$ cat config.mk
export PLATFORM = sky130hd
export DESIGN_NAME = sdr_cmd_monitor
export DESIGN_NICKNAME = d
export VERILOG_FILES = /design/src/rtl/sdrmon_pkg.sv /design/src/rtl/sdrmon_decode.sv /design/src/rtl/sdrmon_delay.sv /design/src/rtl/sdrmon_bank.sv /design/src/rtl/sdrmon_power.sv /design/src/rtl/sdr_cmd_monitor.sv
export SDC_FILE = /design/constraint.sdc
export NUM_CORES = 1
export LEC_CHECK = 0
export ABC_AREA = 1
export CAP_MARGIN = 20
export CORE_UTILIZATION = 30
export DETAILED_ROUTE_END_ITERATION = 7
export DONT_BUFFER_PORTS = 1
export GPL_ROUTABILITY_DRIVEN = 0
export HOLD_SLACK_MARGIN = 0.02
export SLEW_MARGIN = 25
export SYNTH_ARGS = -nofsm -noshare
export SYNTH_HDL_FRONTEND = slang
export SYNTH_SLANG_ARGS = --single-unit
$ cat constraint.sdc
create_clock -name clk -period 1.6 [get_ports clk]
set_clock_uncertainty 0.05 [all_clocks]
set_input_delay 0.32 -clock clk [delete_from_list [all_inputs] [get_ports clk]]
set_output_delay 0.32 -clock clk [all_outputs]
set_load 0.005 [all_outputs]
$ cat src/rtl/sdrmon_pkg.sv
package sdrmon_pkg;

   typedef enum logic [3:0] {
      CMD_NOP  = 4'd0,
      CMD_ACT  = 4'd1,
      CMD_RD   = 4'd2,
      CMD_WR   = 4'd3,
      CMD_PRE  = 4'd4,
      CMD_PREA = 4'd5,
      CMD_REF  = 4'd6,
      CMD_MRS  = 4'd7,
      CMD_BST  = 4'd8
   } sdr_cmd_e;

endpackage

$ cat src/rtl/sdrmon_decode.sv
module sdrmon_decode
   import sdrmon_pkg::*;
(
   input  logic     cs_n,
   input  logic     ras_n,
   input  logic     cas_n,
   input  logic     we_n,
   input  logic     all_banks,
   output sdr_cmd_e cmd_o
);

   always_comb begin
      cmd_o = CMD_NOP;
      if (!cs_n) begin
         unique case ({ras_n, cas_n, we_n})
            3'b011:  cmd_o = CMD_ACT;
            3'b101:  cmd_o = CMD_RD;
            3'b100:  cmd_o = CMD_WR;
            3'b010:  cmd_o = all_banks ? CMD_PREA : CMD_PRE;
            3'b001:  cmd_o = CMD_REF;
            3'b000:  cmd_o = CMD_MRS;
            3'b110:  cmd_o = CMD_BST;
            default: cmd_o = CMD_NOP;
         endcase
      end
   end

endmodule

$ cat src/rtl/sdrmon_delay.sv
module sdrmon_delay #(
   parameter int DLY = 2
) (
   input  logic clk,
   input  logic rst_n,
   input  logic en_i,
   input  logic load_i,
   output logic done_o
);

   if (DLY < 1) begin : g_bad_dly
      $error("sdrmon_delay: DLY must be at least 1");
   end

   if (DLY > 1) begin : g_cnt
      localparam int W = $clog2(DLY);
      logic [W-1:0] cnt;

      always_ff @(posedge clk or negedge rst_n) begin
         if (!rst_n)
            cnt <= '0;
         else if (load_i)
            cnt <= W'(DLY - 1);
         else if (en_i && cnt != '0)
            cnt <= cnt - 1'b1;
      end

      assign done_o = (cnt == '0);

      // counters hold while the clock is gated
      assert_cnt_frozen_R10: assert property (@(posedge clk) disable iff (!rst_n)
         (!en_i && !load_i) |=> $stable(cnt));
   end else begin : g_none
      logic unused_dly;
      assign unused_dly = ^{clk, rst_n, en_i, load_i};
      assign done_o = 1'b1;
   end

endmodule

$ cat src/rtl/sdrmon_bank.sv
module sdrmon_bank #(
   parameter int TRCD = 3,
   parameter int TRAS = 6
) (
   input  logic clk,
   input  logic rst_n,
   input  logic en_i,
   input  logic act_i,
   input  logic close_i,
   output logic open_o,
   output logic rw_ok_o,
   output logic pre_ok_o
);

   logic rcd_done;
   logic ras_done;

   sdrmon_delay #(.DLY(TRCD)) u_rcd (
      .clk(clk), .rst_n(rst_n), .en_i(en_i), .load_i(act_i), .done_o(rcd_done)
   );

   sdrmon_delay #(.DLY(TRAS)) u_ras (
      .clk(clk), .rst_n(rst_n), .en_i(en_i), .load_i(act_i), .done_o(ras_done)
   );

   always_ff @(posedge clk or negedge rst_n) begin
      if (!rst_n)
         open_o <= 1'b0;
      else if (act_i)
         open_o <= 1'b1;
      else if (close_i)
         open_o <= 1'b0;
   end

   assign rw_ok_o  = open_o && rcd_done;
   assign pre_ok_o = !open_o || ras_done;

   assert_open_from_act_R3: assert property (@(posedge clk) disable iff (!rst_n)
      $rose(open_o) |-> $past(act_i));

   assert_close_after_tras_R5: assert property (@(posedge clk) disable iff (!rst_n)
      $fell(open_o) |-> $past(pre_ok_o));

   assert_act_only_idle_R3: assert property (@(posedge clk) disable iff (!rst_n)
      act_i |-> !open_o);

endmodule

$ cat src/rtl/sdrmon_power.sv
module sdrmon_power (
   input  logic clk,
   input  logic rst_n,
   input  logic cke,
   input  logic ref_ok_i,
   output logic active_o,
   output logic self_ref_o,
   output logic pdown_o
);

   always_ff @(posedge clk or negedge rst_n) begin
      if (!rst_n) begin
         active_o   <= 1'b0;
         self_ref_o <= 1'b0;
         pdown_o    <= 1'b0;
      end else begin
         active_o <= cke;
         if (cke) begin
            self_ref_o <= 1'b0;
            pdown_o    <= 1'b0;
         end else if (active_o) begin
            if (ref_ok_i)
               self_ref_o <= 1'b1;
            else
               pdown_o <= 1'b1;
         end
      end
   end

   assert_lowpower_excl_R9: assert property (@(posedge clk) disable iff (!rst_n)
      !(self_ref_o && pdown_o));

   assert_sr_gated_R9: assert property (@(posedge clk) disable iff (!rst_n)
      self_ref_o |-> !active_o);

endmodule

$ cat src/rtl/sdr_cmd_monitor.sv
module sdr_cmd_monitor
   import sdrmon_pkg::*;
#(
   parameter int NBANK = 4,
   parameter int TRCD  = 3,
   parameter int TRAS  = 6,
   parameter int TMRD  = 2,
   localparam int BA_W = $clog2(NBANK)
) (
   input  logic            clk,
   input  logic            rst_n,
   input  logic            cke,
   input  logic            cs_n,
   input  logic            ras_n,
   input  logic            cas_n,
   input  logic            we_n,
   input  logic [BA_W-1:0] ba,
   input  logic            addr_ap,
   output logic            cmd_valid,
   output logic [3:0]      cmd_code,
   output logic [NBANK-1:0] bank_open,
   output logic            proto_err,
   output logic            self_refresh,
   output logic            power_down
);

   if (!(NBANK == 2 || NBANK == 4 || NBANK == 8)) begin : g_bad_nbank
      $error("sdr_cmd_monitor: NBANK must be 2, 4 or 8");
   end
   if (TRCD < 1 || TRAS < 1 || TMRD < 1) begin : g_bad_timing
      $error("sdr_cmd_monitor: timing parameters must be at least 1");
   end

   sdr_cmd_e         cmd;
   sdr_cmd_e         code_q;
   logic             active;
   logic             legal;
   logic             mrs_done;
   logic [NBANK-1:0] sel;
   logic [NBANK-1:0] rw_ok;
   logic [NBANK-1:0] pre_ok;
   logic [NBANK-1:0] act_v;
   logic [NBANK-1:0] close_v;
   logic             take;

   sdrmon_decode u_dec (
      .cs_n(cs_n), .ras_n(ras_n), .cas_n(cas_n), .we_n(we_n),
      .all_banks(addr_ap), .cmd_o(cmd)
   );

   sdrmon_power u_pwr (
      .clk(clk), .rst_n(rst_n), .cke(cke),
      .ref_ok_i(take && cmd == CMD_REF),
      .active_o(active), .self_ref_o(self_refresh), .pdown_o(power_down)
   );

   sdrmon_delay #(.DLY(TMRD)) u_mrd (
      .clk(clk), .rst_n(rst_n), .en_i(active),
      .load_i(take && cmd == CMD_MRS), .done_o(mrs_done)
   );

   assign sel = NBANK'(1) << ba;

   always_comb begin
      legal = mrs_done;
      unique case (cmd)
         CMD_ACT:         legal = mrs_done && !bank_open[ba];
         CMD_RD, CMD_WR:  legal = mrs_done && rw_ok[ba];
         CMD_PRE:         legal = mrs_done && pre_ok[ba];
         CMD_PREA:        legal = mrs_done && (&pre_ok);
         CMD_REF,
         CMD_MRS:         legal = mrs_done && (bank_open == '0);
         default:         legal = mrs_done;
      endcase
   end

   assign take = active && cmd != CMD_NOP && legal;

   for (genvar i = 0; i < NBANK; i++) begin : g_bank
      assign act_v[i]   = take && cmd == CMD_ACT && sel[i];
      assign close_v[i] = take && ((cmd == CMD_PRE && sel[i]) || cmd == CMD_PREA);

      sdrmon_bank #(.TRCD(TRCD), .TRAS(TRAS)) u_bank (
         .clk(clk), .rst_n(rst_n), .en_i(active),
         .act_i(act_v[i]), .close_i(close_v[i]),
         .open_o(bank_open[i]), .rw_ok_o(rw_ok[i]), .pre_ok_o(pre_ok[i])
      );
   end

   always_ff @(posedge clk or negedge rst_n) begin
      if (!rst_n) begin
         cmd_valid <= 1'b0;
         code_q    <= CMD_NOP;
         proto_err <= 1'b0;
      end else begin
         cmd_valid <= active && cmd != CMD_NOP;
         code_q    <= active ? cmd : CMD_NOP;
         proto_err <= active && cmd != CMD_NOP && !legal;
      end
   end

   assign cmd_code = code_q;

   assert_err_has_cmd_R1: assert property (@(posedge clk) disable iff (!rst_n)
      proto_err |-> cmd_valid);

   assert_gated_edge_R2: assert property (@(posedge clk) disable iff (!rst_n)
      !active |=> !cmd_valid);

   assert_rw_needs_open_R4: assert property (@(posedge clk) disable iff (!rst_n)
      (cmd_valid && !proto_err && (code_q == CMD_RD || code_q == CMD_WR))
         |-> bank_open[$past(ba)]);

   assert_mrs_all_idle_R7: assert property (@(posedge clk) disable iff (!rst_n)
      (cmd_valid && !proto_err && code_q == CMD_MRS) |-> (bank_open == '0));

endmodule

== Yosys cells after proc, flatten, opt, wreduce, memory -nomap -nowiden ==
Index checks and enable logic that the tools add are counted.

* Output and inout port bits: 12
* Register bits: 34
* Bits of input ports: 10
* Word-level logic and storage cells: 177

* Muxes and demuxes: 43
* Reduce and logical (&&, ||, !) cells: 89
* Equality and inequality tests: 14
* Order comparisons: 1
* Bitwise logic cells: 1
* $add $sub $neg: 9
* Shift-type cells: 1

{| class="wikitable"
|+ Operators with widths
! operator !! count
|-
| 2-bit nonzero test || 19
|-
| 1-bit logical AND || 36
|-
| 4-bit case mux with 7 select lines || 1
|-
| 3-bit 2-to-1 mux || 8
|-
| 1-bit 2-to-1 mux || 20
|-
| 4-bit by 3-bit == test with 1-bit output, second input constant || 4
|-
| 2-bit 2-to-1 mux || 8
|-
| 3-bit logical NOT || 5
|-
| 3-bit nonzero test || 4
|-
| 3-bit by 1-bit subtractor with 3-bit output, second input constant || 4
|-
| 3-bit == test, second input constant || 3
|-
| 4-bit by 2-bit == test with 1-bit output, second input constant || 2
|-
| 2-bit logical NOT || 4
|-
| 1-bit logical OR || 8
|-
| 4-bit 2-to-1 mux || 2
|-
| 2-bit by 1-bit subtractor with 2-bit output, second input constant || 4
|-
| 1-bit binary-select mux with 2-bit select || 3
|-
| 3-bit by 2-bit == test with 1-bit output, second input constant || 2
|-
| 1-bit logical NOT || 6
|-
| 1-bit case mux with 5 select lines || 1
|-
| 4-bit by 1-bit == test with 1-bit output, second input constant || 1
|-
| 4-bit logical NOT || 1
|-
| 2-bit AND reduction || 2
|-
| 4-bit AND reduction || 1
|-
| other kinds (8) || 9
|}

== Longest topological paths before layout ==
* Word-level depth: 11
* Gate-level depth with buffers: 16
* Mapped depth without buffers: 16

== Modules after synthesis ==
From an unflattened synthesis, not the netlist that was laid out.

* Cells, all modules: 330
* Area, all modules: 2215.9 um2

{| class="wikitable"
|+ By module, submodules not included
! module !! seq. area each (um2) !! instances !! cells an instance !! area each (um2)
|-
| sdrmon_delay (g_bank[0].u_bank.u_ras ...) || 75.1 || 4 || 24 || 178.9
|-
| sdr_cmd_monitor || 150.1 || 1 || 106 || 605.6
|-
| sdrmon_delay (g_bank[0].u_bank.u_rcd ...) || 50.0 || 4 || 16 || 116.4
|-
| sdrmon_bank || 25.0 || 4 || 9 || 55.1
|-
| sdrmon_power || 75.1 || 1 || 9 || 103.8
|-
| sdrmon_decode || 0.0 || 1 || 13 || 61.3
|-
| sdrmon_delay (u_mrd) || 25.0 || 1 || 6 || 43.8
|}

== Worst setup path before layout ==
No wires, ideal clock.

* Path kind: flip-flop to flip-flop
* From: register g_bank[3].u_bank.u_ras.g_cnt.cnt[0]
* To: register g_bank[2].u_bank.u_rcd.g_cnt.cnt[0]
* Cell stages (with the launch flop): 17
* Required time: 1430 ps
* Arrival time: 1604 ps
* Slack: -173 ps
* Buffers on the path: 0
* Setup time: 120 ps
* Clock period less this slack: 1773 ps
* Cells stage by stage: dfrtp_1 -> inv_1 -> ha_1 -> ha_1 -> inv_1 -> nand2_1 -> nor2_1 -> nor2_1 -> nand2_1 -> nand2_1 -> nand2_1 -> nand3_2 -> nand3_4 -> inv_2 -> nand2_2 -> nor2_1 -> nor2_1

* Longest elaborated chain between the ends: 10
* Elaborated cells between the ends (all ways): 13
* Classes of those cells: mux (4); reduce/logical (9)

{| class="wikitable"
|+ Ends and longest elaborated chain
! what !! line !! RTL
|-
| start: declaration || sdrmon_delay.sv:17 || <nowiki>logic [W-1:0] cnt;</nowiki>
|-
| start signal: assignment || sdrmon_delay.sv:23 || <nowiki>cnt <= W'(DLY - 1);</nowiki>
|-
| start signal: assignment || sdrmon_delay.sv:25 || <nowiki>cnt <= cnt - 1'b1;</nowiki>
|-
| 3-bit logical NOT * || sdrmon_delay.sv:28 || <nowiki>assign done_o = (cnt == '0);</nowiki>
|-
| 1-bit logical OR * || sdrmon_bank.sv:36 || <nowiki>assign pre_ok_o = !open_o || ras_done;</nowiki>
|-
| 1-bit binary-select mux with 2-bit select || sdr_cmd_monitor.sv:69 || <nowiki>CMD_PRE: legal = mrs_done && pre_ok[ba];</nowiki>
|-
| 1-bit 2-to-1 mux (not written as such) || sdr_cmd_monitor.sv:69 ||
|-
| 1-bit logical AND || sdr_cmd_monitor.sv:69 ||
|-
| 1-bit case mux with 5 select lines * || sdr_cmd_monitor.sv:66 || <nowiki>unique case (cmd)</nowiki>
|-
| 1-bit logical AND * || sdr_cmd_monitor.sv:77 || <nowiki>assign take = active && cmd != CMD_NOP && legal;</nowiki>
|-
| 1-bit logical AND * (2 in a row) || sdr_cmd_monitor.sv:80 || <nowiki>assign act_v[i] = take && cmd == CMD_ACT && sel[i];</nowiki>
|-
| 2-bit 2-to-1 mux or 2-bit nonzero test (tied branches) || -- ||
|-
| end signal: assignment || sdrmon_delay.sv:23 ||
|-
| end signal: assignment || sdrmon_delay.sv:25 ||
|-
| end: declaration || sdrmon_delay.sv:17 ||
|}

Every way passes the cells marked *; elsewhere a longest branch is shown, timed or not. The select of a mux whose other input is x is not followed.
A chain may end at the register's enable or synchronous reset.

== Final worst setup path ==
* From: register g_bank[1].u_bank.u_ras.g_cnt.cnt[1]
* To: register g_bank[3].u_bank.u_ras.g_cnt.cnt[1]

* Longest elaborated chain between the ends: 10
* Elaborated cells between the ends (all ways): 13
* Classes of those cells: mux (4); reduce/logical (9)

{| class="wikitable"
|+ Ends and longest elaborated chain
! what !! line
|-
| start: declaration || sdrmon_delay.sv:17
|-
| start signal: assignment || sdrmon_delay.sv:23
|-
| start signal: assignment || sdrmon_delay.sv:25
|-
| 3-bit logical NOT * || sdrmon_delay.sv:28
|-
| 1-bit logical OR * || sdrmon_bank.sv:36
|-
| 1-bit binary-select mux with 2-bit select || sdr_cmd_monitor.sv:69
|-
| 1-bit 2-to-1 mux (not written as such) || sdr_cmd_monitor.sv:69
|-
| 1-bit logical AND || sdr_cmd_monitor.sv:69
|-
| 1-bit case mux with 5 select lines * || sdr_cmd_monitor.sv:66
|-
| 1-bit logical AND * || sdr_cmd_monitor.sv:77
|-
| 1-bit logical AND * (2 in a row) || sdr_cmd_monitor.sv:80
|-
| 3-bit 2-to-1 mux or 2-bit nonzero test (tied branches) || --
|}

Marks and branches as above.

==> impl_metrics.ini <==
[logic_synthesis]
ys.flop_type = dfrtp_1
synth_top_area_share_pct = 43.17
synth_area_leaders = dfrtp_1 43%, nand2_1 11%, nor2_1 8.4%
yosys.area.top_type = dfrtp_1
postSynthCellCount = 257
synth_cell_types = 25
synth_seq_area_share_pct = 43.17
synthesis.nets = 279
syn_area_sq_um = 1971
synthArstFlopShare_pct = 100.0
ys_ff_latch = 34
synth_warnings = 0
syn-mean-instance-area_sq_um = 7.668
synth_edf_count = 0

[placed_design]
dp_slack_ns = -0.3501
placedInstanceArea_sq_um = 2266
dp_hpwl_microns = 3160
dp_cells = 354
io_buffers = 0

[clocking]
cts_tree = yes
numClockSinks = 34
cts_root_buffer = clkbuf_8
cts_buffers = 5
clock_path_buffers = 2
path_clk_slew_ns = 0.08
worstSkewPairLatency_ns = 0.29
cts_htree_levels = 2

[critical_path]
regToRegSetupSlack_ns = -0.37
crit_required_ns = 1.74
cp.arrival_ns = 2.11
startpoint_type = flop
cp_max_fo = 5
worst-setup-path-type = flop to flop
reg2reg_depth = 16
worstSetupEndpointType = flop

[outcome]
violations = setup timing
status = finished with violations

[route]
dr.pass1.iters = 4
detail_route.iter0.violations = 60
ant_nets = 0
drc = 0
wirelength_microns = 4388
viasPerCell = 4.497
num_vias = 1655
avgRoutedWirePerCell_microns = 11.92

[global_routing]
grt_pass1_wl_microns = 7624
grt_overflow = 0
grt.total_usage_pct = 13.88
grt_max_degree = 35
grt_pass1_vias = 1736
antenna_found_initial = 0

[die]
pin_count = 22
core_area_sq_um = 6350
dieArea_sq_um = 6897
die_x_microns = 83.05
initial_core_util_pct = 31.03
dieHeight_microns = 83.05
placementRows = 29

[final_layout]
drive_above_1_share_pct = 29.21
final_cells = 368
layout_commonest_cell = nand2_1
layout.nets = 312
utilization_pct = 40.10
final_cell_mix = 49 x nand2_1, 37 x inv_1, 37 x nor2_1, 34 x dfrtp_1, 27 x buf_4
diodes = 0
design_area_sq_um = 2546
syn_to_final_growth_pct = 29.21

[job]
maxCapViolations = 0

[power]
vdd_ir_drop_max_v = 0.0007325
powerDensity_nw_per_um2 = 1401
p_leak_nw = 1.325

[sta]
rsz0062_at_grt = true
max_freq_ghz = 0.5069
worst_slack_ns = -0.3729
setup_violations = 28
finalCritPeriodShare_pct = 123.3
drv_slew = 0
period_minus_slack_ns = 1.973
slew_headroom_pct = 74.84
worstMarginPinSlew_ns = 0.3739
hold_viol_final = 0

[worst_hold_path]
hp-class = primary input to flop
hold_path_depth = 1
## path summary, 6_finish.rpt
check | end | start
worst max-delay path | g_bank[3].u_bank.u_ras.g_cnt.cnt[1]$_DFFE_PN0P_ | g_bank[1].u_bank.u_ras.g_cnt.cnt[1]$_DFFE_PN0P_
worst min-delay path | u_pwr.self_ref_o$_DFFE_PN0P_ | cke
worst max register to register | g_bank[3].u_bank.u_ras.g_cnt.cnt[1]$_DFFE_PN0P_ | g_bank[1].u_bank.u_ras.g_cnt.cnt[1]$_DFFE_PN0P_
worst min register to register | g_bank[1].u_bank.u_ras.g_cnt.cnt[2]$_DFFE_PN0P_ | g_bank[1].u_bank.u_ras.g_cnt.cnt[2]$_DFFE_PN0P_
max in group asynchronous | cmd_code[0]$_DFF_PN0_ | rst_n
min in group asynchronous | g_bank[1].u_bank.u_ras.g_cnt.cnt[1]$_DFFE_PN0P_ | rst_n
## cell families after synthesis
kind of cell	after synthesis	synth area share (%)
DFF	34	43.17
xor gates and xnor gates	7	3.111
and+or+nand+nor	125	28.45
adders and majority gates	12	7.619
AOI/OAI and AO/OA	26	6.794
buffers and inverters	53	10.86
## synth_stat cells (2+ instances only)
library cell   n
nand2_1       59
nor2_1        44
inv_1         43
dfrtp_1       34
a21oi_1       13
ha_1          12
o21ai_0        9
xor2_1         7
nand3_1        6
inv_2          5
buf_4          4
nand3_2        4
nand2_2        3
nand4_1        2
o21ai_1        2
## through the flow
step / TNS, ns / hold WS [ns] / power (mW)
final: -8.924 / 0.03401 / 3.567
after CTS: -8.608 / 0.02427 / 3.534
after detailed placement: -8.359 / -0.02437 / 2.666
after global routing: -12.53 / 0.02546 / 3.916
after floorplan: -2.726 / -0.02559 / 2.249
after global placement: -7.231 / -0.02420 / 2.588
## power breakdown
group,switching [mW],internal [mW]
logic,0.819,0.766
clock network,0.329,0.346
registers,0.163,1.14
total,1.31,2.26
## flip-flops by register name, summed over array words and instances, names as in the netlist
| name | flops |
|---|---|
| g_bank.u_bank.u_ras.g_cnt.cnt | 12 |
| g_bank.u_bank.u_rcd.g_cnt.cnt | 8 |
| cmd_code | 4 |
| g_bank.u_bank.open_o | 4 |
| cmd_valid | 1 |
| proto_err | 1 |
| u_mrd.g_cnt.cnt | 1 |
| u_pwr.active_o | 1 |
| u_pwr.pdown_o | 1 |
| u_pwr.self_ref_o | 1 |
## routing by layer
metal | share of wire (%) | routed length (microns) | up-vias | GRT usage [%]
li1 | - | - | 850 | -
met1 | 45 | 1963 | 768 | 17.10
met2 | 50 | 2196 | 30 | 23.47
met3 | 3.7 | 164 | 7 | 3.678
met4 | 1.5 | 65 | 0 | 4.702
met5 | 0 | 0 | - | 0
## worst max-delay path, cell delays in order (launching register included)
cell and delay (ns):
dfrtp_1 0.39, inv_1 0.06, ha_2 0.19, ha_4 0.14, inv_4 0.04, nand2_4 0.07, nor2_4 0.04, nor2_2 0.11
nand2_1 0.06, nand2_1 0.05, nand2_1 0.06, nand3_2 0.10, nand3_4 0.13, nor2_8 0.19, nand2_4 0.09, inv_2 0.06
nor2_1 0.03
## area by class of cell
class / instances / area [sq um]
fillers: 646 / 3804
multi-input cells: 170 / 1065
flip-flops and latches: 34 / 850.8
repair buffers: 31 / 254.0
inverters: 48 / 185.2
well taps: 77 / 96.34
clock buffers: 6 / 82.58
clock inverters: 2 / 12.51
## what timing repair did
item,4_1_cts,5_1_grt
hold buffers,3,0
setup buffers,2,1
resized for setup,20,14
endpoints found under the setup margin,28,28
cloned,0,0
endpoints found under the hold margin,35,0
pin swaps,7,8
(Power assumes the default switching activity.)
